===== config.mk =====
export PLATFORM = sky130hd
export DESIGN_NAME = pix_lane_fmt
export DESIGN_NICKNAME = d
export VERILOG_FILES = /design/src/rtl/pix_lane_fmt.sv
export SDC_FILE = /design/constraint.sdc
export NUM_CORES = 1
export LEC_CHECK = 0
export BUFFER_PORTS_ARGS = -buffer_cell sky130_fd_sc_hd__buf_2
export CAP_MARGIN = 10
export CORE_ASPECT_RATIO = 1.1
export CORE_MARGIN = 2
export CORE_UTILIZATION = 25
export DETAILED_ROUTE_END_ITERATION = 16
export HOLD_SLACK_MARGIN = 0.02
export PLACE_DENSITY_LB_ADDON = 0.15
export SYNTH_ARGS = -nofsm -noshare
export SYNTH_HDL_FRONTEND = slang
export SYNTH_SLANG_ARGS = --single-unit

===== constraint.sdc =====
create_clock -name clk -period 9.9 [get_ports clk]
set_clock_uncertainty 0.05 [all_clocks]
set_input_delay 1.98 -clock clk [delete_from_list [all_inputs] [get_ports clk]]
set_output_delay 1.98 -clock clk [all_outputs]
set_load 0.01 [all_outputs]

===== src/rtl/pix_lane_fmt.sv =====
module pix_lane_fmt #(
  parameter int ADDR_W  = 32,
  parameter int COORD_W = 12
) (
  input  logic                 clk,
  input  logic                 rst_n,
  input  logic                 pix_valid,
  input  logic [ADDR_W-1:0]    fb_base,
  input  logic [COORD_W-1:0]   row_stride,
  input  logic [COORD_W-1:0]   pix_x,
  input  logic [COORD_W-1:0]   pix_y,
  input  logic [63:0]          pix_color,
  input  logic [1:0]           pix_fmt,
  output logic                 wr_stb,
  output logic [ADDR_W-1:0]    wr_addr,
  output logic [31:0]          wr_data,
  output logic [3:0]           wr_be,
  output logic [31:0]          wr_mask
);
  localparam int OFF_W = 2*COORD_W + 1;
  localparam logic [1:0] FMT_32 = 2'b00;
  localparam logic [1:0] FMT_16 = 2'b01;
  localparam logic [1:0] FMT_8  = 2'b10;
  localparam logic [1:0] FMT_4  = 2'b11;

  logic [2*COORD_W-1:0] prod;
  logic [OFF_W-1:0]     off;
  logic [ADDR_W-1:0]    off_a, byte_off, addr_n;
  logic [31:0]          data_n, mask_n;
  logic [3:0]           be_n;

  assign prod  = {{COORD_W{1'b0}}, pix_y} * {{COORD_W{1'b0}}, row_stride};
  assign off   = {1'b0, prod} + {{(COORD_W+1){1'b0}}, pix_x};
  assign off_a = ADDR_W'(off);

  always_comb begin
    byte_off = off_a;
    be_n     = 4'b0001;
    mask_n   = 32'hFFFF_FFFF;
    data_n   = pix_color[31:0];
    case (pix_fmt)
      FMT_32: begin byte_off = off_a << 2; be_n = 4'b1111; end
      FMT_16: begin byte_off = off_a << 1; be_n = 4'b0011; end
      FMT_8:  begin byte_off = off_a; end
      FMT_4: begin
        byte_off = off_a >> 1;
        mask_n   = off[0] ? 32'h0000_00F0 : 32'h0000_000F;
        data_n   = {pix_color[31:8], pix_color[3:0], pix_color[3:0]};
      end
      default: ;
    endcase
  end

  assign addr_n = fb_base + byte_off;

  always_ff @(posedge clk) begin
    if (!rst_n) begin
      wr_stb  <= 1'b0;
      wr_addr <= '0;
      wr_data <= '0;
      wr_be   <= '0;
      wr_mask <= '0;
    end else begin
      wr_stb <= pix_valid;
      if (pix_valid) begin
        wr_addr <= addr_n;
        wr_data <= data_n;
        wr_be   <= be_n;
        wr_mask <= mask_n;
      end
    end
  end

  AST_STB_RISE: assert property (@(posedge clk) disable iff (!rst_n)
    pix_valid |=> wr_stb);
  AST_STB_FALL: assert property (@(posedge clk) disable iff (!rst_n)
    !pix_valid |=> !wr_stb);
  AST_WORD_LANES: assert property (@(posedge clk) disable iff (!rst_n)
    pix_valid && pix_fmt == 2'b00 |=> wr_be == 4'b1111 && wr_mask == 32'hFFFF_FFFF);
  AST_HALF_LANES: assert property (@(posedge clk) disable iff (!rst_n)
    pix_valid && pix_fmt == 2'b01 |=> wr_be == 4'b0011 && wr_addr[0] == $past(fb_base[0]));
  AST_NIBBLE_MASK: assert property (@(posedge clk) disable iff (!rst_n)
    wr_stb && wr_mask != 32'hFFFF_FFFF |-> wr_be == 4'b0001 &&
      (wr_mask == 32'h0000_000F || wr_mask == 32'h0000_00F0));
  AST_LOW_DATA: assert property (@(posedge clk) disable iff (!rst_n)
    pix_valid && pix_fmt != 2'b11 |=> wr_data == $past(pix_color[31:0]));
  AST_IDLE_HOLD: assert property (@(posedge clk) disable iff (!rst_n)
    !pix_valid |=> $stable(wr_addr) && $stable(wr_be) && $stable(wr_mask) && $stable(wr_data));
endmodule


* After elaboration in Yosys (flattened, before gate mapping)
Cells that the tools add are included.
Cells by class: $add $sub $neg 2, multiply operators 1, equality and inequality tests 3, multiplexer cells 5, reduce and logical (&&, ||, !) cells 1
Operators by type and width (count):
- 32-bit one-hot mux with 4 select lines | 1
- 32-bit adder | 1
- 32-bit 2-to-1 mux | 1
- 24-bit by 12-bit adder with 25-bit output | 1
- 12-bit by 12-bit multiplier with 24-bit output | 1
- 8-bit 2-to-1 mux | 2
- 4-bit one-hot mux with 2 select lines | 1
- 2-bit == test (second input constant) | 2
- 2-bit by 1-bit == test with 1-bit output (second input constant) | 1
- 2-bit zero test | 1
Word-level totals: bits in registers 101, output and inout port bits 101, logic and storage cells 17

* Depth between registers and ports, before layout
Gate-level depths: netlist of run 1.
depth in word-level cells 4, mapped depth 30, depth with buffers taken out 29

* Worst setup path after synthesis of run 1
Ideal clock, no wire load.
path type input to register, from input row_stride[3], to register wr_addr[27], data arrival time 8411 ps, path slack 1317 ps, cell stages on the path 28, buffers on the path 2, cells stage by stage clkbuf_1 nand2_1 fa_1 inv_1 fa_1 fa_1 fa_1 inv_1 fa_1 inv_1 ha_1 clkbuf_1 nand3_1 or2_2 o21ai_0 nand2_1 xnor2_1 mux2i_1 mux2i_1 ha_1 a21o_1 a21o_1 a21oi_1 o21ai_0 o311ai_0 and3_1 nor4b_1 a311o_1
On the way: longest elaborated chain between the ends 4
Ends and longest elaborated chain:
- start: declaration | line 9 | input logic [COORD_W-1:0] row_stride,
- 12-bit by 12-bit multiplier with 24-bit output | line 32 | assign prod = {{COORD_W{1'b0}}, pix_y} * {{COORD_W{1'b0}}, row_stride};
- 24-bit by 12-bit adder with 25-bit output | line 33 | assign off = {1'b0, prod} + {{(COORD_W+1){1'b0}}, pix_x};
- 32-bit one-hot mux with 4 select lines | line 41 | case (pix_fmt)
- 32-bit adder | line 54 | assign addr_n = fb_base + byte_off;
- end signal: assignment | line 66 | wr_addr <= addr_n;
- end: declaration | line 15 | output logic [ADDR_W-1:0] wr_addr,
Every way passes these cells. The select of a mux whose other input is x is not followed. A chain may end at the register's enable or synchronous reset.

* Worst setup path after layout of run 1
from input pix_y[8], to register wr_addr[27]
On the way: longest elaborated chain between the ends 4
Ends and longest elaborated chain:
- start: declaration | line 11 | input logic [COORD_W-1:0] pix_y,
- 12-bit by 12-bit multiplier with 24-bit output | line 32
- 24-bit by 12-bit adder with 25-bit output | line 33
- 32-bit one-hot mux with 4 select lines | line 41
- 32-bit adder | line 54
Every way passes these cells. The select of a mux whose other input is x is not followed.

==> results of run 1 <==
## metal layers
metal | share of wire | vias to the layer above | GRT usage | wire length [um]
met5 | 0.00025 | - | 0 | 7
met4 | 0.0064 | 2 | 0.0235 | 178
met3 | 0.036 | 11 | 0.0189 | 991
met2 | 0.49 | 180 | 0.240 | 13700
met1 | 0.47 | 3789 | 0.169 | 13000
li1 | - | 4125 | - | -
## cell type report
cell class	count	area [um2]
Sequential cell	71	1420
Clock buffer	10	239
Fill cell	4368	28400
Timing Repair Buffer	207	1040
Multi-Input combinational cell	859	7630
Tap cell	513	642
Antenna cell	1	2.50
Clock inverter	6	93.8
Inverter	185	694
## worst max-delay path by stage
| stage | endpoint | depth (start not counted) | from | slack [ns] |
|---|---|---|---|---|
| after global placement | wr_addr[27] | 29 | pix_y[8] | 0.51 |
| after global routing | wr_addr[27] | 29 | pix_y[8] | 0.32 |
| after floorplan | wr_addr[27] | 28 | row_stride[3] | 1.32 |
| final | wr_addr[27] | 29 | pix_y[8] | 0.82 |
| after detailed placement | wr_addr[27] | 29 | pix_y[8] | 0.47 |
| after CTS | wr_addr[27] | 29 | pix_y[8] | 0.82 |
## registers in the layout (all words and copies together), names as in the netlist
| name | cells |
|---|---|
| wr_addr | 32 |
| wr_be | 3 |
| wr_data | 32 |
| wr_mask | 3 |
| wr_stb | 1 |
## logic make-up (layout without fill, tap and decap cells)
logic type,Yosys count,after routing
flip-flops,71,71
other,0,1
AO/OA/AOI/OAI,191,191
adder cells (fa/ha/maj),213,213
AND/OR/NAND/NOR,344,344
buffers and inverters,270,408
multiplexers,75,75
XOR/XNOR,36,36
## critical path, delay by kind of cell
family                     cells  cell delay, ns
adders and majority gates      7            3.22
AOI/OAI and AO/OA             11            2.57
and+or+nand+nor                4            0.85
buffers and inverters          5            0.39
muxes                          1            0.12
xor gates and xnor gates       1            0.11
## through the flow
step,utilization,cells
floorplan,-,1200
global placement,0.285,1835
detailed placement,0.285,1835
CTS,0.293,1851
global route,0.293,1851
finish,0.293,1852
## Yosys cell counts, types with 7 or more instances
| library cell | instances |
|---|---|
| inv_1 | 182 |
| nand2_1 | 116 |
| fa_1 | 113 |
| ha_1 | 100 |
| and2_1 | 79 |
| mux2i_1 | 72 |
| dfxtp_1 | 71 |
| a21oi_1 | 51 |
| nor2b_1 | 49 |
| clkbuf_1 | 46 |
| o21ai_0 | 42 |
| nor2_1 | 35 |
| buf_4 | 30 |
| xnor2_1 | 28 |
| a21o_1 | 16 |
| nand3_1 | 15 |
| o21a_1 | 13 |
| nor3_1 | 9 |
| o211a_1 | 9 |
| and3_1 | 8 |
| o21bai_1 | 8 |
| xor2_1 | 8 |
| buf_1 | 7 |
| o211ai_1 | 7 |
==> impl_metrics.tcl, run 1 <==
set metrics [dict create \
    synthSimpleGateAreaFrac 0.175 \
    grt_max_degree 74 \
    synth_compound_area_frac 0.124 \
    boundaryPins 238 \
    reg2reg_depth 1 \
    clk_path_buf_depth 2 \
    setup.worst_path.start_class "input port" \
    arrival_ns 9.25 \
    fmax_mhz 110 \
    dieArea_mm2 0.0424 \
    antenna_found_initial 2 \
    area_delta_synth_final_pct 15.5 \
    root_buffer "clkbuf_16" \
    post_cts_buffers 0 \
    grt_first_pass_wirelength_um 44600 \
    grt_pass1_vias 8276 \
    min_path_type "reg -> reg" \
    dieWidth_um 196 \
    status "completed" \
    routed_wl_um 27900 \
    numCtsBuffers 9 \
    netlist_instances 1200 \
    die_y_um 216 \
    whs_ns 0.398 \
    slew-limit-headroom 0.332 \
    firstDrtPassIters 4 \
    clock_latency_ns 0.34 \
    grt_use_total 0.133 \
    synth_xor_area_frac 0.0309 \
    reg2reg_from "wr_mask[30]" \
    coreArea_mm2 0.0402 \
    finalSetupTns_ns 0 \
    rsz0062_at_grt "no" \
    routed-via-count 8107 \
    cpPeakStageDelay_ns 0.53 \
    dpl_worst_slack_ns 0.467 \
    clock-sinks 71 \
    synthFlopType "dfxtp_1" \
    start_util 0.254 \
    ant_nets 0 \
    layout_commonest_cell "buf_2" \
    synth.yosys.warnings 0 \
    finalSetupViolCount 0 \
    synth_area_leader_cell "fa_1" \
    drc_errors 0 \
    yosysSeqAreaShare 0.140 \
    design_area_mm2 0.0118 \
    netlist.area_leader.share 0.222 \
    critPathSlowestCell "fa_1" \
    required_ns 10.07 \
    min_from "wr_be[0]" \
    max_cap_viol_count 0 \
    final_nets 1683 \
    postPlaceCellArea_mm2 0.0114 \
    grt.overflow.total 0 \
    drt_iter0_drc 255 \
    synth_top_family_by_area "adder cells" \
    via_per_inst 4.38 \
    hold_depth 1 \
    period_needed_ns 9.08 \
    cts_tree "yes" \
    setup_ws_ns 0.821 \
    slew_violations 0 \
    htreeDepth 3 \
    num_rows 77 \
    synthMuxAreaShare 0.0741 \
    setup.worst_path.class "in -> reg" \
    syn_area_per_cell_um2 8.49 \
    cp_max_fo 12 \
    ys_seq_elements 71 \
    min_period_over_period 0.917 \
    async_flop_share 0 \
    final_cell_mix "buf_2 (204), inv_1 (182), nand2_1 (116)" \
    synth-edff-count 0 \
    worst_pin_slew_ns 1.00 \
    post-dp-hpwl_um 23300 \
    synthAdderAreaFrac 0.345 \
    hold_buffers 0 \
    place_congestion 0.767 \
    reg2reg_to "wr_mask[30]" \
    drive_gt1_frac 0.180 \
    syn_area_mm2 0.0102 \
    rrSetupSlack_ns 8.92 \
    finalHoldViolations 0 \
    avgRoutedWirePerCell_um 15.1 \
    critPathCaptureType "register" \
    io_buffers 205 \
    yosys-top-cells-area "fa_1 (22%), dfxtp_1 (14%), ha_1 (12%)" \
    cp_common_cell "fa_1" \
    synthesis.nets 1550 \
    yosys.cell_types.count 67 \
    min_to "wr_be[0]" \
    clk_pin_slew_ns 0.06 \
    cts_resized 0 \
]
Power of run 1 is left out: the tool's default activity adds up to more than one toggle a clock period on the data nets, which glitch-free logic cannot reach.
==> run 2: changes to the inputs <==
- ABC_AREA: unset -> 1
==> impl_metrics.tcl, run 2 <==
set metrics [dict create \
    status "completed" \
    min_period_over_period 0.815 \
    num_rows 81 \
    synth.most_common_cell "nand2_1" \
    yosysSeqAreaShare 0.127 \
    post-dp-hpwl_um 29500 \
    start_util 0.253 \
    setup.worst_path.class "in -> reg" \
    async_flop_share 0 \
    design_area_mm2 0.0129 \
    synth_area_leader_cell "fa_1" \
    place_congestion 0.846 \
    cpPeakStageDelay_ns 0.56 \
    die_y_um 226 \
    clock_latency_ns 0.34 \
    drc_errors 0 \
    antenna_found_initial 1 \
    root_buffer "clkbuf_16" \
    yosys.cell_types.count 44 \
    ant_nets 0 \
    worst_pin_slew_ns 1.03 \
    clk_pin_slew_ns 0.06 \
    routed_wl_um 34300 \
    firstDrtPassIters 5 \
    final_cell_mix "nand2_1 (494), inv_1 (386), buf_2 (205)" \
    period_needed_ns 8.07 \
    finalHoldViolations 0 \
    routed-via-count 10600 \
    netlist.area_leader.share 0.202 \
    syn_area_per_cell_um2 6.48 \
    boundaryPins 238 \
    coreArea_mm2 0.0444 \
    io_buffers 205 \
    slew_violations 0 \
    synth-edff-count 0 \
    slew-limit-headroom 0.309 \
    wl_met1_um 15200 \
    required_ns 10.09 \
    grt_pass1_vias 10800 \
    final_nets 2217 \
    grt.overflow.total 0 \
    rsz0062_at_grt "no" \
    synthesis.nets 2080 \
    post_cts_buffers 0 \
    min_path_type "reg -> reg" \
    dieWidth_um 206 \
    netlist_instances 1730 \
    critPathCaptureType "register" \
    dr.max_layer_used "met4" \
    critPathSlowestCell "fa_1" \
    postPlaceCellArea_mm2 0.0126 \
    dieArea_mm2 0.0465 \
    cts_tree "yes" \
    finalSetupTns_ns 0 \
    synthFlopType "dfxtp_1" \
    clock-sinks 71 \
    dr_wl_met2_um 17400 \
    hold_buffers 0 \
    max_cap_viol_count 0 \
    numCtsBuffers 9 \
    setup.worst_path.start_class "input port" \
    via_per_inst 4.34 \
    cp_common_cell "inv_1" \
    grt_use_total 0.149 \
    arrival_ns 8.26 \
    ys_seq_elements 71 \
    syn_area_mm2 0.0112 \
    finalSetupViolCount 0 \
    largestRegisters "wr_addr: 32 flops, wr_data: 32 flops" \
    cp_max_fo 12 \
    synth.yosys.warnings 0 \
    synth_common_cells "nand2_1 (494), inv_1 (386), nor2_1 (138)" \
    wl_met3_um 1250 \
    cts_resized 0 \
    area_delta_synth_final_pct 15.0 \
    clk_path_buf_depth 2 \
    yosys-top-cells-area "fa_1 (20%), nand2_1 (17%), inv_1 (13%)" \
    avgRoutedWirePerCell_um 14.0 \
    fmax_mhz 124 \
    layout_commonest_cell "nand2_1" \
    drt_iter0_drc 488 \
    grt_first_pass_wirelength_um 55200 \
    drive_gt1_frac 0.140 \
    grt_max_degree 63 \
    htreeDepth 3 \
]
[run 2: cell count changes after synthesis, moves of 14 or more]
cell	before	now
nand2_1	116	494
and2_1	79	4
nor2_1	35	138
o21ai_0	42	75
xnor2_1	28	7
a21o_1	16	2
mux2i_1	72	0
inv_1	182	386
nor2b_1	49	0
nand3_1	15	76
[run 2: area by class of cell]
class | count | area (um2)
repair buffers | 210 | 1060
well taps | 581 | 727
inverters | 393 | 1480
diodes | 1 | 2.50
fillers | 5050 | 31500
clock buffers | 10 | 239
clock inverters | 5 | 82.6
flip-flops and latches | 71 | 1420
multi-input cells | 1182 | 7880
[run 2: path summary, 6_finish.rpt]
kind,start,to,slack (ns),depth (start not counted)
setup / recovery,row_stride[0],wr_addr[25],1.83,33
setup reg to reg,wr_mask[30],wr_mask[30],8.85,2
hold reg to reg,wr_be[0],wr_be[0],0.39,2
hold / removal,wr_be[0],wr_be[0],0.39,2
[run 2: cell families (layout without fill, tap and decap cells)]
| group | Yosys count | after routing | synth area share |
|---|---|---|---|
| compound gates | 183 | 183 | 0.0918 |
| simple gates | 762 | 762 | 0.278 |
| xor+xnor | 24 | 24 | 0.0194 |
| other cells | 0 | 1 | 0 |
| flops | 71 | 71 | 0.127 |
| buf+inv | 477 | 618 | 0.171 |
| fa+ha+maj | 213 | 213 | 0.313 |
[run 2: metal layers]
metal	up-vias	global-route usage
met5	-	0
met4	0	0.0327
met3	22	0.0136
met2	202	0.286
met1	4957	0.178
li1	5455	-
[run 2: metrics by stage]
step / cells / hold WS [ns] / utilization / setup slack [ns]
5_1_grt: 2452 / 0.419 / 0.290 / 1.21
6_report: 2453 / 0.387 / 0.290 / 1.83
2_1_floorplan: 1730 / 0.417 / - / 2.34
3_3_place_gp: 2437 / 0.383 / 0.283 / 1.42
3_5_place_dp: 2437 / 0.386 / 0.283 / 1.42
4_1_cts: 2452 / 0.395 / 0.290 / 1.77
[run 2: worst max-delay path, delay by kind of cell]
kind	cells	cell delay [ns]
AOI/OAI and AO/OA	4	0.81
xor gates and xnor gates	1	0.40
adders and majority gates	7	3.30
buffers and inverters	8	0.54
and+or+nand+nor	13	1.20
Power of run 2 is left out for the same reason.
==> run 3: changes to the inputs <==
- clock period: 9.9 -> 7.3 ns (I/O delays scaled with it)
==> impl_metrics.tcl, run 3 (synthesized netlist as in run 2, its figures left out) <==
set metrics [dict create \
    avgRoutedWirePerCell_um 13.7 \
    fmax_mhz 142 \
    firstDrtPassIters 4 \
    arrival_ns 7.21 \
    dieWidth_um 206 \
    root_buffer "clkbuf_16" \
    numCtsBuffers 9 \
    htreeDepth 3 \
    max_cap_viol_count 0 \
    grt_max_degree 63 \
    min_period_over_period 0.962 \
    cp_common_cell "inv_1" \
    finalHoldViolations 0 \
    cp_max_fo 6 \
    coreArea_mm2 0.0444 \
    setup.worst_path.start_class "input port" \
    final_nets 2366 \
    clk_pin_slew_ns 0.06 \
    post-dp-hpwl_um 30800 \
    largestRegisters "wr_addr: 32 flops, wr_data: 32 flops" \
    clk_path_buf_depth 2 \
    finalSetupViolCount 0 \
    period_needed_ns 7.02 \
    required_ns 7.49 \
    critPathSlowestCell "fa_1" \
    rsz0062_at_grt "yes" \
    post-route-util 0.345 \
    num_rows 81 \
    via_per_inst 4.31 \
    drive_gt1_frac 0.318 \
    min_path_type "reg -> reg" \
    setup.worst_path.class "in -> reg" \
    boundaryPins 238 \
    whs_ns 0.390 \
    io_buffers 205 \
    fillers 4845 \
    cpPeakStageDelay_ns 0.55 \
    ant_nets 0 \
    drt_iter0_drc 404 \
    routed_wl_um 35600 \
    dieArea_mm2 0.0465 \
    start_util 0.253 \
    grt_pass1_vias 11300 \
    routed-via-count 11200 \
    worst_pin_slew_ns 0.780 \
    dpl_worst_slack_ns -0.532 \
    clock-sinks 71 \
    final_cell_mix "nand2_1 (429), inv_1 (367), buf_2 (194)" \
    slew_violations 0 \
    place_congestion 0.831 \
    clock_latency_ns 0.33 \
    die_y_um 226 \
    cts_tree "yes" \
    antenna_found_initial 2 \
    grt_use_total 0.152 \
    hold_buffers 0 \
    finalSetupTns_ns 0 \
    slew-limit-headroom 0.479 \
    layout_commonest_cell "nand2_1" \
    setup_ws_ns 0.278 \
    grt_first_pass_wirelength_um 56200 \
    grt.overflow.total 0 \
    area_delta_synth_final_pct 36.7 \
    drc_errors 0 \
    status "completed" \
    critPathCaptureType "register" \
]
run 3: path summary, 6_finish.rpt:
| path | start | end | slack, ns | depth (start not counted) |
|---|---|---|---|---|
| max | row_stride[0] | wr_addr[29] | 0.28 | 35 |
| min | wr_be[0] | wr_be[0] | 0.39 | 2 |
| max reg2reg | wr_mask[30] | wr_mask[30] | 6.27 | 2 |
| min reg2reg | wr_be[0] | wr_be[0] | 0.39 | 2 |
run 3: cell type report:
cell class,count,area [um2],share of cell area
clock inverters,4,47.5,0.00310
multi-input cells,1182,9150,0.597
repair buffers,359,2260,0.148
inverters,393,1480,0.0963
well taps,581,727,0.0474
diodes,2,5.00,0.000327
flip-flops and latches,71,1420,0.0928
clock buffers,11,233,0.0152
run 3: worst max-delay path: cells and delay by family:
| family | cells | cell delay [ns] |
|---|---|---|
| adder cells (fa/ha/maj) | 7 | 3.29 |
| AND/OR/NAND/NOR | 14 | 1.31 |
| buffers and inverters | 12 | 0.88 |
| XOR/XNOR | 1 | 0.13 |
| AO/OA/AOI/OAI | 1 | 0.13 |
run 3: routing by layer:
metal	track usage	routed length, um	part of all wire
met1	0.177	15300	0.43
met3	0.0128	1210	0.034
met4	0.0341	536	0.015
met5	0	0	0
met2	0.297	18600	0.52
run 3: metrics by stage:
step,instances,cell area [um2]
finish,2603,15300
global placement,2574,13600
global route,2602,15300
CTS,2590,14000
detailed placement,2574,13600
floorplan,1730,11200
run 3: repair_timing:
| action | CTS | global route |
|---|---|---|
| hold endpoints to repair | 0 | 0 |
| resized for setup | 20 | 313 |
| pin swaps | 5 | 112 |
| setup endpoints to repair | 12 | 25 |
| setup buffers | 1 | 11 |
Power of run 3 is left out for the same reason.
